### config.mk
export PLATFORM = sky130hd
export DESIGN_NAME = rom_overlay_decoder
export DESIGN_NICKNAME = d
export VERILOG_FILES = /design/src/rtl/romdec_pkg.sv /design/src/rtl/io_page_match.sv /design/src/rtl/bank_reg.sv /design/src/rtl/select_logic.sv /design/src/rtl/rom_overlay_decoder.sv
export SDC_FILE = /design/constraint.sdc
export NUM_CORES = 1
export LEC_CHECK = 0
export CAP_MARGIN = 10
export CORE_AREA = 2 2 39 41
export DETAILED_ROUTE_END_ITERATION = 8
export DIE_AREA = 0 0 41 43
export HOLD_SLACK_MARGIN = 0.06
export PLACE_DENSITY = 0.52
export SYNTH_ARGS = -nofsm -noshare
export SYNTH_HDL_FRONTEND = slang
export SYNTH_SLANG_ARGS = --single-unit
export TNS_END_PERCENT = 100
### constraint.sdc
create_clock -name clk -period 2.85 [get_ports clk]
set_clock_uncertainty 0.15 [all_clocks]
set_input_delay 0.285 -clock clk [delete_from_list [all_inputs] [get_ports clk]]
set_output_delay 0.285 -clock clk [all_outputs]
set_load 0.01 [all_outputs]
### src/rtl/romdec_pkg.sv
package romdec_pkg;

    // Internal select vector, active high.
    typedef struct packed {
        logic rom;
        logic ram_hi;
        logic ram_lo;
    } cs_t;

    // State held by the bank register.
    typedef struct packed {
        logic bank_en;
    } bank_state_t;

    localparam logic BANK_RESET_VAL = 1'b1;

endpackage

### src/rtl/io_page_match.sv
module io_page_match #(
    parameter int               PAGE_W  = 8,
    parameter logic [PAGE_W-1:0] IO_PAGE = '0
) (
    input  logic [PAGE_W-1:0] page,
    output logic              io_hit
);
    // Compare each page bit with the constant, then AND the results together.
    logic [PAGE_W-1:0] bit_eq;

    for (genvar i = 0; i < PAGE_W; i++) begin : g_cmp
        assign bit_eq[i] = (page[i] == IO_PAGE[i]);
    end

    assign io_hit = &bit_eq;
endmodule

### src/rtl/bank_reg.sv
module bank_reg
    import romdec_pkg::*;
(
    input  logic clk,
    input  logic rst_n,
    input  logic we,
    input  logic wdata,
    output logic bank_en
);
    bank_state_t state_d, state_q;

    always_comb begin
        state_d = state_q;
        if (we) begin
            state_d.bank_en = wdata;
        end
    end

    always_ff @(posedge clk or negedge rst_n) begin
        if (!rst_n) begin
            state_q.bank_en <= BANK_RESET_VAL;
        end else begin
            state_q <= state_d;
        end
    end

    assign bank_en = state_q.bank_en;
endmodule

### src/rtl/select_logic.sv
module select_logic
    import romdec_pkg::*;
#(
    parameter int ADDR_W = 16,
    parameter int WIN_W  = 3
) (
    input  logic [ADDR_W-1:0] addr,
    input  logic              wr_n,
    input  logic              bank_en,
    input  logic              io_hit,
    output cs_t               sel
);
    localparam int HI = ADDR_W - 1;

    logic mem_acc;
    logic in_window;

    always_comb begin
        mem_acc    = !io_hit;
        in_window  = (&addr[HI -: WIN_W]) && mem_acc;
        sel.rom    = in_window && wr_n && bank_en;
        sel.ram_hi = addr[HI] && !sel.rom && mem_acc;
        sel.ram_lo = !addr[HI] && mem_acc;
    end
endmodule

### src/rtl/rom_overlay_decoder.sv
module rom_overlay_decoder
    import romdec_pkg::*;
#(
    parameter int               ADDR_W  = 16,
    parameter int               PAGE_W  = 8,
    parameter int               WIN_W   = 3,
    parameter logic [PAGE_W-1:0] IO_PAGE = 8'h60
) (
    input  logic              clk,
    input  logic              rst_n,
    input  logic [ADDR_W-1:0] cpu_addr,
    input  logic              cpu_wr_n,
    input  logic              bank_we,
    input  logic              bank_wdata,
    output logic              io_req_n,
    output logic              mem_req_n,
    output logic              rom_cs_n,
    output logic              ram_hi_cs_n,
    output logic              ram_lo_cs_n
);
    localparam int HI = ADDR_W - 1;

    logic io_hit;
    logic bank_en;
    cs_t  sel;

    io_page_match #(
        .PAGE_W (PAGE_W),
        .IO_PAGE(IO_PAGE)
    ) u_io (
        .page  (cpu_addr[HI -: PAGE_W]),
        .io_hit(io_hit)
    );

    bank_reg u_bank (
        .clk    (clk),
        .rst_n  (rst_n),
        .we     (bank_we),
        .wdata  (bank_wdata),
        .bank_en(bank_en)
    );

    select_logic #(
        .ADDR_W(ADDR_W),
        .WIN_W (WIN_W)
    ) u_sel (
        .addr   (cpu_addr),
        .wr_n   (cpu_wr_n),
        .bank_en(bank_en),
        .io_hit (io_hit),
        .sel    (sel)
    );

    assign io_req_n    = !io_hit;
    assign mem_req_n   = io_hit;
    assign rom_cs_n    = !sel.rom;
    assign ram_hi_cs_n = !sel.ram_hi;
    assign ram_lo_cs_n = !sel.ram_lo;
endmodule

Yosys cells after proc, flatten, opt, wreduce, memory -nomap -nowiden

Cells that the tools add are included.

Bits in registers: 1
Input bits: 21
Output and inout bits: 5
Logic and storage cells: 20

Bitwise operators: 6
Reduce and logical (&&, ||, !) cells: 13

Operators by type and width:

| operator            | count |
|---|---|
| $reduce_and A8 Y1   | 1 |
| $logic_and A1 B1 Y1 | 6 |
| $not A1 Y1          | 6 |
| $logic_not A1 Y1    | 5 |
| $reduce_and A3 Y1   | 1 |

Logic depth before layout (Yosys ltp)

Depth in word-level cells: 10
Mapped depth: 2
Depth with buffers taken out: 2

Cells and area by module

A second synthesis with hierarchy kept.

Cell total of the unflattened synthesis: 14
Area, all modules: 121.4 µm²

By module, submodules not included:

| module              | times used | cells an instance | area each (µm²) | sequential area each (µm²) |
|---|---|---|---|---|
| bank_reg            | 1          | 2                 | 41.3            | 26.3 |
| select_logic        | 1          | 5                 | 41.3            | 0.0 |
| io_page_match       | 1          | 3                 | 23.8            | 0.0 |
| rom_overlay_decoder | 1          | 4                 | 15.0            | 0.0 |

Least setup slack after synthesis

No wires, ideal clock.

Path type: input to output
Start: in cpu_addr[12]
End: out io_req_n
Arrival: 1.115 ns
Required time: 2.415 ns
Path slack: 1.300 ns
Stages on the path: 2
Buffers on the path: 0
Cells stage by stage: or3_4 > or4_1

Longest elaborated chain between the ends: 3

Ends and longest elaborated chain:

| element           | RTL line                  | source |
|---|---|---|
| from (decl)       | rom_overlay_decoder.sv:11 | `input logic [ADDR_W-1:0] cpu_addr,` |
| $not A1 Y1        | io_page_match.sv:12       | `assign bit_eq[i] = (page[i] == IO_PAGE[i]);` |
| $reduce_and A8 Y1 | io_page_match.sv:15       | `assign io_hit = &bit_eq;` |
| $logic_not A1 Y1  | rom_overlay_decoder.sv:54 | `assign io_req_n = !io_hit;` |
| to (decl)         | rom_overlay_decoder.sv:15 | `output logic io_req_n,` |

Every way passes these cells.

Worst setup path in the final report

Same ends and word-level chain as after synthesis.

==> impl_metrics.ini <==
[status]
status = completed

[global_routing]
grt_use_met2 = 0.0750
grt-busiest-layer = met2
grt_pass1_vias = 131
grt_pass1_wl_um = 441
overflow = 0
track_usage = 0.0320
grt_use_met1 = 0.0254
grt_max_degree = 6
grt_util_met3 = 0
antenna_found_initial = 0

[die]
core_um2 = 1380
start_util = 0.0714
boundaryPins = 26
die_w_um = 41
floorplan.rows = 14
die-area_um2 = 1760
die_y_um = 43

[setup_path]
r2r_slack_ps = 2000
path_cells = clkdlybuf4s50_1 > or3_4 > or4_1 > clkdlybuf4s50_1
critPathMaxStageDelay_ps = 480
r2r-start = u_bank.bank_en
path_delay_family = buffers and inverters
path_buf_inv = 2
arrival_ps = 1950
cpMostUsedCell = clkdlybuf4s50_1
crit_required_ps = 2410
crit_slowest_cell = clkdlybuf4s50_1
cp-end-kind = output port
start_kind = primary input
crit_type = primary input to output port
cp_max_fo = 3
reg2reg_depth = 1
worst_r2r_endpoint = u_bank.bank_en

[synth]
synth_top_family_by_area = simple AND/OR/NAND/NOR gates
yosys.area_share.simple = 0.456
yosys_warnings = 0
netlist_area_um2 = 98.8
synth-xor-area-share = 0
synth.distinct_cells = 11
synth_nets = 33
synth_top_area_cell = dfstp_2
ys_seq_area_frac = 0.266
yosys-top-cells-area = dfstp_2 27%, mux2_2 11%, or3_4 11%
synth_compound_area_frac = 0.127
yosys.area_share.adder = 0
netlist.area_leader.share = 0.266
netlist_instances = 12
avgSynthCellArea_um2 = 8.24
synth.area.mux_share = 0.114
synth-seq-cells = 1

[timing]
period_share = 0.837
slew_viol_final = 0
max_freq_mhz = 419
period_minus_slack_ps = 2390
rsz0062_at_grt = no
setup_viol = 0
slew_headroom = 0.839
fin_tns_setup_ps = 0
final_hold_viol_count = 0
holdWs_ps = 454
worst_pin_slew_ps = 240

[finish]
drive_above_1_share = 0.138
fin_nets = 52
largest_register_ffs = 1
top_register = u_bank.bank_en
final_cell_mix = 17 x clkdlybuf4s50_1, 2 x nand2_1
stdcell_count = 45
antennaDiodeCount = 0
final_common_cell = clkdlybuf4s50_1
area_growth_pct = 192
reg_top3 = u_bank.bank_en: 1 flops

[drt]
post_drt_via_cell_ratio = 3.33
post_drt_wl_per_cell_um = 6.38
drc = 0
ant_nets = 0
vias = 150
drt_iter0_drc = 0
wirelength_um = 287
dr.pass1.iters = 1

[worst_hold_path]
hold_path_class = primary input to asynchronous set/reset pin

[placed_design]
numPlacedInstances = 45
io_buffers = 17
hpwlAfterDp_um = 287
globalplace.congestion = 0.547

[clock_network]
post_cts_buffers = 0
ctsResizeCount = 0
cts_hold_buf = 0
clkLatencyLatePin_ps = 0
path_clk_slew_ps = 0

[pwr]
p_leak_uw = 0.0000997
power_density_nw_per_um2 = 159
peakVddDrop_mv = 0.0696
total_power_uw = 45.9

[flow_run]
max_cap_viol_count = 0
-- routing by layer --
metal | vias to the layer above | wire, µm
met1 | 62 | 88
li1 | 79 | -
met3 | 0 | 43
met5 | - | 0
met4 | 0 | 0
met2 | 9 | 155
-- power breakdown --
group | switching (µW) | internal [µW] | total [µW]
Combinational | 7.41 | 21.0 | 28.4
Clock | 0 | 0 | 0
Sequential | 0.580 | 16.9 | 17.5
-- synth_stat cells --
master,count
o31ai_1,1
inv_1,1
or3_4,1
nor4_1,1
dfstp_2,1
or4_1,1
o21ai_0,1
nand2_1,2
mux2_2,1
or3_1,1
or2_2,1
-- final cells by class --
type	instances	area [µm²]
multi-input cells	10	68.8
well taps	16	20.0
repair buffers	17	170
flip-flops and latches	1	26.3
fillers	157	1090
inverters	1	3.75
-- worst max-delay path by stage --
| stage | start | end | cells past startpoint |
|---|---|---|---|
| floorplan | cpu_addr[12] | io_req_n | 2 |
| global placement | cpu_addr[12] | io_req_n | 4 |
| detailed placement | cpu_addr[12] | io_req_n | 4 |
| CTS | cpu_addr[12] | io_req_n | 4 |
| global route | cpu_addr[12] | io_req_n | 4 |
| finish | cpu_addr[12] | io_req_n | 4 |
-- cell families (layout without fill, tap and decap cells) --
family	after synthesis	count (layout)
compound gates	2	2
buf+inv	1	18
flops	1	1
mux	1	1
simple gates	7	7
-- stage by stage --
stage,util,worst slack (ps),area [µm²]
after CTS,0.209,455,289
after global placement,0.209,459,289
after floorplan,-,1300,98.8
after global routing,0.209,385,289
after detailed placement,0.209,455,289
final,0.209,464,289
Note: power is estimated with default switching activity, not from simulation.
